==> config.mk <==
export PLATFORM = sky130hd
export DESIGN_NAME = peci_host_stub
export DESIGN_NICKNAME = d
export VERILOG_FILES = /design/src/rtl/pst_pkg.sv /design/src/rtl/pst_addr_dec.sv /design/src/rtl/pst_regfile.sv /design/src/rtl/pst_rd_port.sv /design/src/rtl/peci_host_stub.sv
export SDC_FILE = /design/constraint.sdc
export NUM_CORES = 1
export LEC_CHECK = 0
export BUFFER_PORTS_ARGS = -buffer_cell sky130_fd_sc_hd__buf_2
export CORE_MARGIN = 2
export CORE_UTILIZATION = 50
export CTS_BUF_LIST = sky130_fd_sc_hd__clkbuf_8
export DETAILED_ROUTE_END_ITERATION = 8
export PLACE_DENSITY = 0.66
export SLEW_MARGIN = 10
export SYNTH_ARGS = -nofsm -noshare
export SYNTH_HDL_FRONTEND = slang
export SYNTH_SLANG_ARGS = --single-unit
==> constraint.sdc <==
create_clock -name clk -period 3.15 [get_ports clk]
set_input_delay 0 -clock clk [delete_from_list [all_inputs] [get_ports clk]]
set_output_delay 0 -clock clk [all_outputs]
set_load 0.01 [all_outputs]
==> src/rtl/pst_pkg.sv <==
package pst_pkg;

    // Word indices whose position the behaviour depends on
    localparam int CMD_WORD  = 2;   // byte 0x08
    localparam int EN_WORD   = 6;   // byte 0x18
    localparam int STS_WORD  = 7;   // byte 0x1C
    localparam int WBUF_WORD = 8;   // byte 0x20
    localparam int RBUF_WORD = 12;  // byte 0x30

    localparam int FIRE_BIT = 0;
    localparam int DONE_BIT = 0;

    localparam logic [31:0] CC_SUCCESS = 32'h0000_0040;

    typedef enum logic [1:0] {
        ACC_NONE  = 2'd0,
        ACC_PLAIN = 2'd1,
        ACC_CMD   = 2'd2,
        ACC_STS   = 2'd3
    } acc_kind_e;

endpackage

==> src/rtl/pst_addr_dec.sv <==
module pst_addr_dec
    import pst_pkg::*;
#(
    parameter int ADDR_W    = 8,
    parameter int NUM_WORDS = 16,
    localparam int IDX_W    = $clog2(NUM_WORDS),
    localparam int WA_W     = ADDR_W - 2
) (
    input  logic [WA_W-1:0]      word_addr,
    output logic                 hit,
    output logic [IDX_W-1:0]     idx,
    output acc_kind_e            kind,
    output logic [NUM_WORDS-1:0] sel
);

    always_comb begin
        hit = ({1'b0, word_addr} < (WA_W+1)'(NUM_WORDS));
        idx = word_addr[IDX_W-1:0];
        if (!hit) begin
            kind = ACC_NONE;
        end else if (idx == IDX_W'(CMD_WORD)) begin
            kind = ACC_CMD;
        end else if (idx == IDX_W'(STS_WORD)) begin
            kind = ACC_STS;
        end else begin
            kind = ACC_PLAIN;
        end
    end

    for (genvar i = 0; i < NUM_WORDS; i++) begin : g_sel
        assign sel[i] = hit && (idx == IDX_W'(i));
    end

endmodule

==> src/rtl/pst_regfile.sv <==
module pst_regfile
    import pst_pkg::*;
#(
    parameter int DATA_W    = 32,
    parameter int NUM_WORDS = 16,
    localparam int IDX_W    = $clog2(NUM_WORDS)
) (
    input  logic                              clk,
    input  logic                              rst_n,
    input  logic                              wr_en,
    input  acc_kind_e                         kind,
    input  logic [IDX_W-1:0]                  idx,
    input  logic [DATA_W-1:0]                 wdata,
    output logic [NUM_WORDS-1:0][DATA_W-1:0]  regs,
    output logic                              irq
);

    localparam logic [DATA_W-1:0] DONE_MASK = DATA_W'(1) << DONE_BIT;
    localparam logic [DATA_W-1:0] CC_WORD   = DATA_W'(CC_SUCCESS);

    typedef struct packed {
        logic [NUM_WORDS-1:0][DATA_W-1:0] regs;
        logic                             irq;
    } st_t;

    st_t st_d, st_q;

    always_comb begin
        st_d = st_q;
        if (wr_en) begin
            unique case (kind)
                ACC_STS: begin
                    st_d.regs[STS_WORD] = st_q.regs[STS_WORD] & ~wdata;
                    if (st_d.regs[STS_WORD] == '0) begin
                        st_d.irq = 1'b0;
                    end
                end
                ACC_CMD: begin
                    if (wdata[FIRE_BIT] && (st_q.regs[STS_WORD] == '0)) begin
                        st_d.regs[RBUF_WORD] = CC_WORD;
                        st_d.regs[WBUF_WORD] = CC_WORD;
                        st_d.regs[STS_WORD]  = st_q.regs[EN_WORD] & DONE_MASK;
                        if (st_d.regs[STS_WORD] != '0) begin
                            st_d.irq = 1'b1;
                        end
                    end
                end
                ACC_PLAIN: begin
                    st_d.regs[idx] = wdata;
                end
                default: begin
                end
            endcase
        end
    end

    always_ff @(posedge clk) begin
        if (!rst_n) begin
            st_q <= '0;
        end else begin
            st_q <= st_d;
        end
    end

    assign regs = st_q.regs;
    assign irq  = st_q.irq;

    // interrupt level mirrors pending status
    a_r11_irq_tracks_status: assert property (@(posedge clk) disable iff (!rst_n)
        st_q.irq == (st_q.regs[STS_WORD] != '0));

    // command word never holds data
    a_r3_cmd_word_zero: assert property (@(posedge clk) disable iff (!rst_n)
        st_q.regs[CMD_WORD] == '0);

    // command write without the fire bit is a no-op
    a_r3_nofire_noop: assert property (@(posedge clk) disable iff (!rst_n)
        (wr_en && kind == ACC_CMD && !wdata[FIRE_BIT]) |=> $stable(st_q));

    // fire while status pending leaves all state alone
    a_r7_pending_fire_dropped: assert property (@(posedge clk) disable iff (!rst_n)
        (wr_en && kind == ACC_CMD && st_q.regs[STS_WORD] != '0) |=> $stable(st_q));

    // accepted fire loads both buffers and masked done status
    a_r4_fire_completes: assert property (@(posedge clk) disable iff (!rst_n)
        (wr_en && kind == ACC_CMD && wdata[FIRE_BIT] && st_q.regs[STS_WORD] == '0)
        |=> (st_q.regs[RBUF_WORD] == CC_WORD) && (st_q.regs[WBUF_WORD] == CC_WORD)
            && ((st_q.regs[STS_WORD] & ~DONE_MASK) == '0)
            && (st_q.regs[STS_WORD][DONE_BIT] == $past(st_q.regs[EN_WORD][DONE_BIT])));

    // a status write never adds a bit
    a_r8_status_never_gains: assert property (@(posedge clk) disable iff (!rst_n)
        (wr_en && kind == ACC_STS)
        |=> ((st_q.regs[STS_WORD] & ~$past(st_q.regs[STS_WORD])) == '0));

    // out-of-range writes are dropped
    a_r9_oob_write_dropped: assert property (@(posedge clk) disable iff (!rst_n)
        (wr_en && kind == ACC_NONE) |=> $stable(st_q));

endmodule

==> src/rtl/pst_rd_port.sv <==
module pst_rd_port #(
    parameter int DATA_W    = 32,
    parameter int NUM_WORDS = 16
) (
    input  logic                              clk,
    input  logic                              rst_n,
    input  logic                              rd_en,
    input  logic [NUM_WORDS-1:0]              sel,
    input  logic [NUM_WORDS-1:0][DATA_W-1:0]  regs,
    output logic [DATA_W-1:0]                 rdata
);

    typedef struct packed {
        logic [DATA_W-1:0] data;
    } rd_t;

    rd_t rd_d, rd_q;
    logic [NUM_WORDS-1:0][DATA_W-1:0] masked;
    logic [DATA_W-1:0] mux;

    for (genvar i = 0; i < NUM_WORDS; i++) begin : g_mask
        assign masked[i] = sel[i] ? regs[i] : '0;
    end

    always_comb begin
        mux = '0;
        for (int i = 0; i < NUM_WORDS; i++) begin
            mux = mux | masked[i];
        end
        rd_d = rd_q;
        if (rd_en) begin
            rd_d.data = mux;
        end
    end

    always_ff @(posedge clk) begin
        if (!rst_n) begin
            rd_q <= '0;
        end else begin
            rd_q <= rd_d;
        end
    end

    assign rdata = rd_q.data;

    // reads that select no word return zero
    a_r9_oob_read_zero: assert property (@(posedge clk) disable iff (!rst_n)
        (rd_en && sel == '0) |=> (rd_q.data == '0));

    // data holds between reads
    a_r10_hold_idle: assert property (@(posedge clk) disable iff (!rst_n)
        !rd_en |=> $stable(rd_q.data));

endmodule

==> src/rtl/peci_host_stub.sv <==
module peci_host_stub
    import pst_pkg::*;
#(
    parameter int ADDR_W    = 8,
    parameter int DATA_W    = 32,
    parameter int NUM_WORDS = 16
) (
    input  logic              clk,
    input  logic              rst_n,
    input  logic              wr_en,
    input  logic              rd_en,
    input  logic [ADDR_W-1:0] addr,
    input  logic [DATA_W-1:0] wdata,
    output logic [DATA_W-1:0] rdata,
    output logic              irq
);

    localparam int IDX_W = $clog2(NUM_WORDS);
    localparam int WA_W  = ADDR_W - 2;

    logic                             unused_lowbits;
    logic                             hit;
    logic [IDX_W-1:0]                 idx;
    acc_kind_e                        kind;
    logic [NUM_WORDS-1:0]             sel;
    logic [NUM_WORDS-1:0][DATA_W-1:0] regs;

    assign unused_lowbits = ^addr[1:0];

    pst_addr_dec #(
        .ADDR_W    (ADDR_W),
        .NUM_WORDS (NUM_WORDS)
    ) u_dec (
        .word_addr (addr[ADDR_W-1:2]),
        .hit       (hit),
        .idx       (idx),
        .kind      (kind),
        .sel       (sel)
    );

    pst_regfile #(
        .DATA_W    (DATA_W),
        .NUM_WORDS (NUM_WORDS)
    ) u_regs (
        .clk   (clk),
        .rst_n (rst_n),
        .wr_en (wr_en),
        .kind  (kind),
        .idx   (idx),
        .wdata (wdata),
        .regs  (regs),
        .irq   (irq)
    );

    pst_rd_port #(
        .DATA_W    (DATA_W),
        .NUM_WORDS (NUM_WORDS)
    ) u_rd (
        .clk   (clk),
        .rst_n (rst_n),
        .rd_en (rd_en),
        .sel   (sel),
        .regs  (regs),
        .rdata (rdata)
    );

    // the decoder never selects a word for an out-of-range offset
    a_r9_hit_matches_range: assert property (@(posedge clk) disable iff (!rst_n)
        (!hit) |-> (sel == '0) && (kind == ACC_NONE));

    initial begin
        assert (WA_W >= IDX_W) else $error("address too narrow for register file");
    end

endmodule

# [After elaboration in Yosys (flattened, before gate mapping)]
# Index checks and enable logic that the tools add are counted.
[word_totals] input_bits=44 n_memories=0 ff_bits=545 mem_bits_ro=0 out_inout_bits=33 ram_bits=0 wordCells=118 latch_bits=0
[classes] n_mux=31 n_div=0 n_addsub=0 n_eq_ne=21 order_cmp=3 mul=0 n_reduce_logical=28 shift=0 bitwise=17
[ops] op="32-bit 2-to-1 mux" n=18
[ops] op="512-bit bitwise mux" n=1
[ops] op="32-bit bitwise OR" n=15
[ops] op="32-bit demux with 4-bit select" n=1
[ops] op="32-bit case mux with 2 select lines" n=2
[ops] op="32-bit case mux with 3 select lines" n=1
[ops] op="32-bit logical NOT" n=2
[ops] op="64-bit 2-to-1 mux" n=1
[ops] op="32-bit bitwise AND" n=1
[ops] op="4-bit equality test (second input constant)" n=8
[ops] op="32-bit inverter" n=1
[ops] op="1-bit logical AND" n=18
[ops] op="4-bit by 3-bit equality test with 1-bit output (second input constant)" n=4
[ops] op="4-bit by 2-bit equality test with 1-bit output (second input constant)" n=2
[ops] op="6-bit by 5-bit less-than comparator with 1-bit output (second input constant)" n=1
[ops] op="2-bit 2-to-1 mux" n=3
[ops] op="2-bit by 1-bit != test with 1-bit output (second input constant)" n=3
[ops] op="3-bit AND reduction" n=2
[ops] op="4-bit by 5-bit less-than comparator with 1-bit output (second input constant)" n=1
[ops] op="5-bit AND reduction" n=1
[ops] op="2-bit equality test (second input constant)" n=2
[ops] op="4-bit by 1-bit equality test with 1-bit output (second input constant)" n=1
[ops] op="4-bit by 1-bit >= comparator with 1-bit output (second input constant)" n=1
[ops] op="4-bit logical NOT" n=1
[ops] op="other kinds (6)" n=9

# [Longest topological paths before layout]
# Gate-level depths: netlist of run 1.
[depth] word_depth=18 depth_mapped=9 mapped_depth_nobuf=5

# [Cells and area by module]
# Synthesis of run 1 repeated with hierarchy kept, for this count alone.
[hier_totals] hier_cells=2898 area_unflattened_um2=23706.5
[modules_own_cells] module="pst_regfile" seq_area_each_um2=10269.8 instances=1 cells_per_inst=2360 area_per_inst_um2=19812.8
[modules_own_cells] module="pst_rd_port" seq_area_each_um2=640.6 instances=1 cells_per_inst=506 area_per_inst_um2=3673.5
[modules_own_cells] module="pst_addr_dec" seq_area_each_um2=0.0 instances=1 cells_per_inst=32 area_per_inst_um2=220.2

# [Worst setup path after synthesis of run 1]
# OpenSTA, ideal clock, no wires.
[synth_timing] kind="reg-to-reg" startpoint="register u_regs.st_q, in the netlist u_regs.regs[233]" endpoint="register u_regs.st_q, in the netlist u_regs.regs[257]" required_time_ns=3.022 setup_time_ns=0.128 setup_slack_ns=1.325 path_buffers=1 arrival_time_ns=1.696 path_stages_with_launch=7 synth_period_minus_slack_ns=1.825 path_cell_list="dfxtp_1 > nor4b_1 > nand4_1 > o31a_2 > nor3_2 > buf_2 > o22ai_1"
[synth_between] elab_chain_cells=4
[synth_lines] item="start: declaration" line_no="pst_regfile.sv:26" text="st_t st_d, st_q;"
[synth_lines] item="start signal: assignment" line_no="pst_regfile.sv:61" text="st_q <= st_d;"
[synth_lines] item="32-bit logical NOT" line_no="pst_regfile.sv:39" text="if (wdata[FIRE_BIT] && (st_q.regs[STS_WORD] == '0)) begin"
[synth_lines] item="1-bit logical AND" line_no="pst_regfile.sv:39"
[synth_lines] item="2-bit by 1-bit != test with 1-bit output (no line)"
[synth_lines] item="3-bit AND reduction (no line)"
# Every way passes these cells.
# A chain may end at the register's enable or synchronous reset.

# [Worst setup path in the final report of run 1]
[layout_timing] startpoint="input addr[5]" endpoint="register u_rd.rd_q, in the netlist u_rd.rdata[1]"
[layout_between] elab_chain_cells=18 word_cells_on_any_way=64 cone_classes="order compare: 1; eq/ne: 15; mux: 16; bitwise: 15; reduce/logical: 17"
[layout_lines] item="start: declaration" line_no="peci_host_stub.sv:12" text="input logic [ADDR_W-1:0] addr,"
[layout_lines] item="6-bit by 5-bit less-than comparator with 1-bit output (tied with other cells)" line_no="pst_addr_dec.sv:17" text="hit = ({1'b0, word_addr} < (WA_W+1)'(NUM_WORDS));"
[layout_lines] item="1-bit logical AND" line_no="pst_addr_dec.sv:31" text="assign sel[i] = hit && (idx == IDX_W'(i));"
[layout_lines] item="32-bit 2-to-1 mux" line_no="pst_rd_port.sv:22" text="assign masked[i] = sel[i] ? regs[i] : '0;"
[layout_lines] item="32-bit bitwise OR (14 in series)" line_no="pst_rd_port.sv:28" text="mux = mux | masked[i];"
[layout_lines] item="32-bit bitwise OR (*)" line_no="pst_rd_port.sv:28"
[layout_lines] item="end signal: assignment" line_no="pst_rd_port.sv:40" text="rd_q <= rd_d;"
[layout_lines] item="end: declaration" line_no="pst_rd_port.sv:17" text="rd_t rd_d, rd_q;"
# Mark *: on every way between the ends. The rest lies on a longest branch, timed or not.

==> out/qor.csv, run 1 <==
metric,value,unit
drt-wirelength-per-cell,24.5,um
clock_tree.root_cell,clkbuf_8,
row_count,77,
ys_async_sr_fraction,0,%
critical_path_required,3780,ps
grt-ovfl-total,0,
num_antenna_cells,0,
maximum_number_of_pins_on_one_net_before_global_route_repair,85,
worstReg2RegStart,u_regs.regs[250]$_SDFFE_PN0P_,
critical_path.startpoint,addr[5],
multiInputGateArea,0.0103,mm^2
hold_path.class,input port to flop,
yosysMostFrequentCell,nand2_1,
vias_per_cell,6.25,
x_dimension_of_the_die,215,um
layout.nets,2703,
rsz0062_at_grt,no,
crit_fanout,28,
seq_area_frac_synth,49.0,%
hold_viol,0,
dominantRegCellSynth,dfxtp_1,
synth_largest_area_cell,dfxtp_1,
layout.area.seq,0.0109,mm^2
avgSynthCellArea,8.53,um^2
stdcell_count,3313,
clkSinkCount,545,
floorplan.io_pins,77,
synth_top_cell_area_share,49.0,%
synth.top_cells.by_count,"nand2_1, dfxtp_1, nand3_1",
route.detailed.drc,0,
yosys.cell_types.count,58,
core_area,0.0440,mm^2
warnings_from_yosys,0,
finalWeightedCongestion,0.928,
first_global_vias,19614,
final_wirelength,81100,um
outcome,"finished, final reports clean",
layout_cells_sized_above_1,13.1,%
worst_setup_path_end_kind,flop,
worstHoldStart,addr[3],
initial_utilization,50.5,%
synth.area.top_cells,"dfxtp_1, nand2_1, a21boi_0",
clock.fmax,0.405,GHz
syn_to_final_growth,15.0,%
cp.arrival,3090,ps
cp-start-kind,input port,
drt_pre_antenna_iters,6,
max_cap_viol,0,
final.min_clock_period,2470,ps
timing_max_transition_violations_final,0,
worst_slew_margin_rel,15.2,%
fin_total_pwr,14.0,mW
clk_latency,710,ps
first_pass_grt_wire_length,121000,um
num-fill-cells,3955,
buffer_ports.inserted,74,
numPlacedInstances,3120,
final_cell_area,0.0256,mm^2
tns,0,ps
antenna_found_initial,2,
vdd_ir_drop_max,314,uV
max-clock-path-buffers,3,
cts.htree.levels,3,
cts_tree,yes,
clk_transition_reported_paths,70,ps
critical_path_class,input port to flop,
leakagePower,8.82,nW
post-dp-hpwl,49400,um
synth.ff_latch_count,545,
chipHeight,215,um
fin_skew,28.9,ps
synthesized_area,0.0223,mm^2
power.density_cell_area,548,mW/mm^2
die_area,0.0462,mm^2
number_of_vias_after_detailed_routing,20704,
timing.final.setup_violations,0,
detailedRoute.firstIterationViolations,2784,
grt_usage,34.4,%
cts_buffers,90,
min_period_over_period,78.3,%
count_of_nets_left_with_antenna_violations_after_detail_routing,0,
synth_cells,2610,
synth_edf_count,0,
synth_fp_nets,2654,
max_slew.worst_pin.slew,1270,ps
postPlaceCellArea,0.0234,mm^2
[placed cells by master, fill, tap and decap left out, types with 8 or more instances in the layout]
master,synthesis,layout
o21ai_0,183,183
nand2_1,561,560
nand4_1,22,22
buf_4,15,82
inv_1,17,38
o22ai_1,70,70
a2111oi_0,11,11
nor2_4,2,13
dfxtp_1,545,545
o21ai_1,35,35
o221a_2,9,9
and2_1,32,32
buf_2,65,73
a21boi_0,191,191
clkbuf_8,0,119
buf_12,0,18
a22o_1,12,12
dlygate4sd3_1,0,39
and4_1,37,37
and3_1,38,36
nand2b_1,48,48
a31oi_1,23,23
a22oi_1,169,169
a21oi_1,44,44
nand3_1,198,197
nor4_1,8,8
a222oi_1,15,15
[stage by stage]
step / hold slack, ps / utilization [%] / setup slack (ps)
2_1_floorplan: 151 / - / 1330
3_3_place_gp: 344 / 53.1 / 663
3_5_place_dp: 352 / 53.1 / 625
4_1_cts: 19.9 / 58.1 / 763
5_1_grt: 52.2 / 58.1 / 628
6_report: 32.4 / 58.1 / 684
[worst max-delay path, stage by stage]
cell and delay, ps:
dlygate4sd3_1 560, buf_2 250, or4b_1 830, buf_4 270
nor2_8 490, a22oi_1 240, and4_1 270, a31oi_1 160
[layout make-up]
class | count | area share, %
Sequential cell | 545 | 42.6
Multi-Input combinational cell | 1792 | 40.2
Timing Repair Buffer | 213 | 6.83
Clock buffer | 119 | 6.40
Tap cell | 592 | 2.89
Clock inverter | 35 | 0.748
Inverter | 17 | 0.249
[sequential cells by signal, indices dropped and copies added, names as in the netlist]
name         cells
u_rd.rdata      32
u_regs.regs    512
u_regs.irq       1
[power by group]
| part | leakage (nW) | internal (mW) | total (mW) | switching, mW |
|---|---|---|---|---|
| Sequential | 4.40 | 6.94 | 6.96 | 0.0228 |
| Combinational | 3.41 | 0.211 | 0.696 | 0.484 |
| Clock | 1.02 | 3.44 | 6.36 | 2.92 |
[layer usage]
| metal | vias up | track usage [%] | wire, um |
|---|---|---|---|
| li1 | 9369 | - | - |
| met1 | 10008 | 46.4 | 33400 |
| met2 | 1101 | 53.9 | 36400 |
| met3 | 222 | 6.58 | 8070 |
| met4 | 4 | 14.8 | 3240 |
| met5 | - | 0 | 21 |
[what timing repair did]
action                                  4_1_cts  5_1_grt
hold endpoints to repair                    494        0
endpoints found under the setup margin        0        0
hold buffers                                 39        0
setup buffers                                 0        0
resized for setup                             0        0
[logic make-up (layout without fill, tap and decap cells)]
logic type / Yosys count / in the layout / share of synthesized area, %
compound gates: 784 / 784 / 23.6
xor+xnor: 1 / 1 / 0.0394
buf+inv: 273 / 384 / 5.27
flops: 545 / 545 / 49.0
mux: 2 / 2 / 0.0900
simple gates: 1005 / 1005 / 22.0
[final timing paths]
path,end,slack (ps),depth (start not counted)
worst max-delay path,u_rd.rdata[1]$_SDFFE_PN0P_,680,8
worst min-delay path,u_regs.regs[244]$_SDFFE_PN0P_,30,5
worst max register to register,u_regs.regs[262]$_SDFFE_PN0P_,750,6
worst min register to register,u_regs.regs[277]$_SDFFE_PN0P_,460,2
Power figures use the tool's default switching activity.
==> run 2: changes to the inputs <==
clock period = 2.55 ns   (was 3.15 ns; I/O delays follow)
==> run 2 against run 1 <==
Worst hold slack better by 60 ps. Count of clock-buffer cells in the layout is 3 lower. Flip-flop and latch count stayed put. Sequential power is 24% higher. Critical path type unchanged. Clock power grew 23%. Worst setup slack worse by 400 ps. Total power grew 23%. First-iteration DRC count decreased by 4.1%. Core utilization grew 0.92 points. Sequential share of layout area down 0.66 points.
==> out/qor.csv, run 2 (synthesis gave the netlist of run 1 again) <==
metric,value,unit
number_of_vias_after_detailed_routing,20969,
cp-start-kind,input port,
hold_viol,0,
maximum_number_of_pins_on_one_net_before_global_route_repair,77,
cts.htree.levels,3,
syn_to_final_growth,16.8,%
crit_fanout,18,
x_dimension_of_the_die,215,um
vdd_ir_drop_max,518,uV
max_slew.worst_pin.slew,1050,ps
most-common-layout-cells,"nand2_1, dfxtp_1, nand3_1",
cts_buffers,89,
worstHoldStart,addr[3],
clock_tree.root_cell,clkbuf_8,
clk_transition_reported_paths,60,ps
worst_r2r_endpoint,u_regs.regs[262]$_SDFFE_PN0P_,
finalWeightedCongestion,0.911,
antenna_found_initial,6,
initial_utilization,50.5,%
tns,0,ps
floorplan.io_pins,77,
min_period_over_period,88.7,%
num-fill-cells,3920,
worst_slew_margin_rel,29.6,%
final_wirelength,83000,um
holdPathStages,5,
fin_skew,26.9,ps
row_count,77,
drt-wirelength-per-cell,24.8,um
ff2ff_setup_slack,300,ps
clock.fmax,0.442,GHz
route.detailed.drc,0,
cts-hold-fix-buffers,38,
first_pass_grt_wire_length,124000,um
layout.nets,2731,
rsz0062_at_grt,no,
outcome,"finished, final reports clean",
count_of_nets_left_with_antenna_violations_after_detail_routing,0,
max-clock-path-buffers,3,
critical_path_required,3180,ps
final.min_clock_period,2260,ps
clk_latency,680,ps
cts_tree,yes,
final_cell_area,0.0260,mm^2
critical_path_class,input port to flop,
hold_path.class,input port to flop,
layout.cells.most_common,nand2_1,
buffer_ports.inserted,74,
drt_pre_antenna_iters,8,
timing.reg2reg.worst_path_depth,7,
timing.final.setup_violations,0,
vias_per_cell,6.26,
post_cts.repair.setup_buffers,0,
worstReg2RegStart,u_regs.regs[250]$_SDFFE_PN0P_,
post_cts_resized,0,
max_cap_viol,0,
leakagePower,9.04,nW
worst_setup_path_end_kind,flop,
timing_max_transition_violations_final,0,
clkSinkCount,545,
cp.arrival,2890,ps
largest_reg_flops,512,
core_area,0.0440,mm^2
power.density_cell_area,665,mW/mm^2
detailedRoute.firstIterationViolations,2671,
chipHeight,215,um
postPlaceCellArea,0.0238,mm^2
first_global_vias,19950,
layout_cells_sized_above_1,13.9,%
grt-ovfl-total,0,
grt_usage,35.3,%
post-dp-hpwl,50000,um
worst_min_delay_path_endpoint,u_regs.regs[244]$_SDFFE_PN0P_,
die_area,0.0462,mm^2
-- run 2: worst max-delay path by stage --
| stage | from | slack [ps] | endpoint | depth (start not counted) |
|---|---|---|---|---|
| floorplan | u_regs.regs[233]$_SDFFE_PN0P_ | 730 | u_regs.regs[257]$_SDFFE_PN0P_ | 6 |
| global placement | addr[5] | 230 | u_rd.rdata[4]$_SDFFE_PN0P_ | 7 |
| detailed placement | addr[5] | 230 | u_regs.regs[487]$_SDFFE_PN0P_ | 6 |
| CTS | u_regs.regs[250]$_SDFFE_PN0P_ | 340 | u_regs.regs[262]$_SDFFE_PN0P_ | 7 |
| global route | addr[7] | 200 | u_regs.irq$_SDFFE_PN0P_ | 8 |
| finish | addr[7] | 290 | u_regs.irq$_SDFFE_PN0P_ | 8 |
-- run 2: through the flow --
stage	hold slack (ps)	cells	util [%]	total power, mW	setup WS (ps)
3_5_place_dp	353	3150	54.0	9.59	231
6_report	92.7	3350	59.0	17.3	288
4_1_cts	47.6	3346	59.0	17.3	342
5_1_grt	112	3348	59.0	17.8	197
3_3_place_gp	341	3150	54.0	9.58	233
2_1_floorplan	151	2610	-	9.25	725
-- run 2: final cells by class --
type | count | area (um^2) | area share [%]
clock inverters | 42 | 235 | 0.905
inverters | 17 | 63.8 | 0.245
clock buffers | 116 | 1600 | 6.14
diodes | 4 | 10.0 | 0.0385
multi-input cells | 1792 | 10300 | 39.6
well taps | 592 | 741 | 2.85
repair buffers | 242 | 2140 | 8.22
flip-flops and latches | 545 | 10900 | 42.0
-- run 2: critical path, stage by stage --
cell and delay (ps):
dlygate4sd3_1 550, buf_2 200, or4_1 680, nor2_8 350, buf_12 270, nand3_1 90, o21ai_0 170, dlygate4sd3_1 560
-- run 2: power breakdown --
| group | switching [mW] | internal (mW) |
|---|---|---|
| clock | 3.55 | 4.26 |
| combinational | 0.600 | 0.281 |
| sequential | 0.0294 | 8.57 |
| total | 4.18 | 13.1 |
-- run 2: layer usage --
layer  wire length, um  vias up  global-route usage (%)
met5                13        -                       0
li1                  -     9452                       -
met2             37200     1264                    55.8
met1             32900    10009                    45.9
met4              3650        2                    16.9
met3              9260      242                    7.67
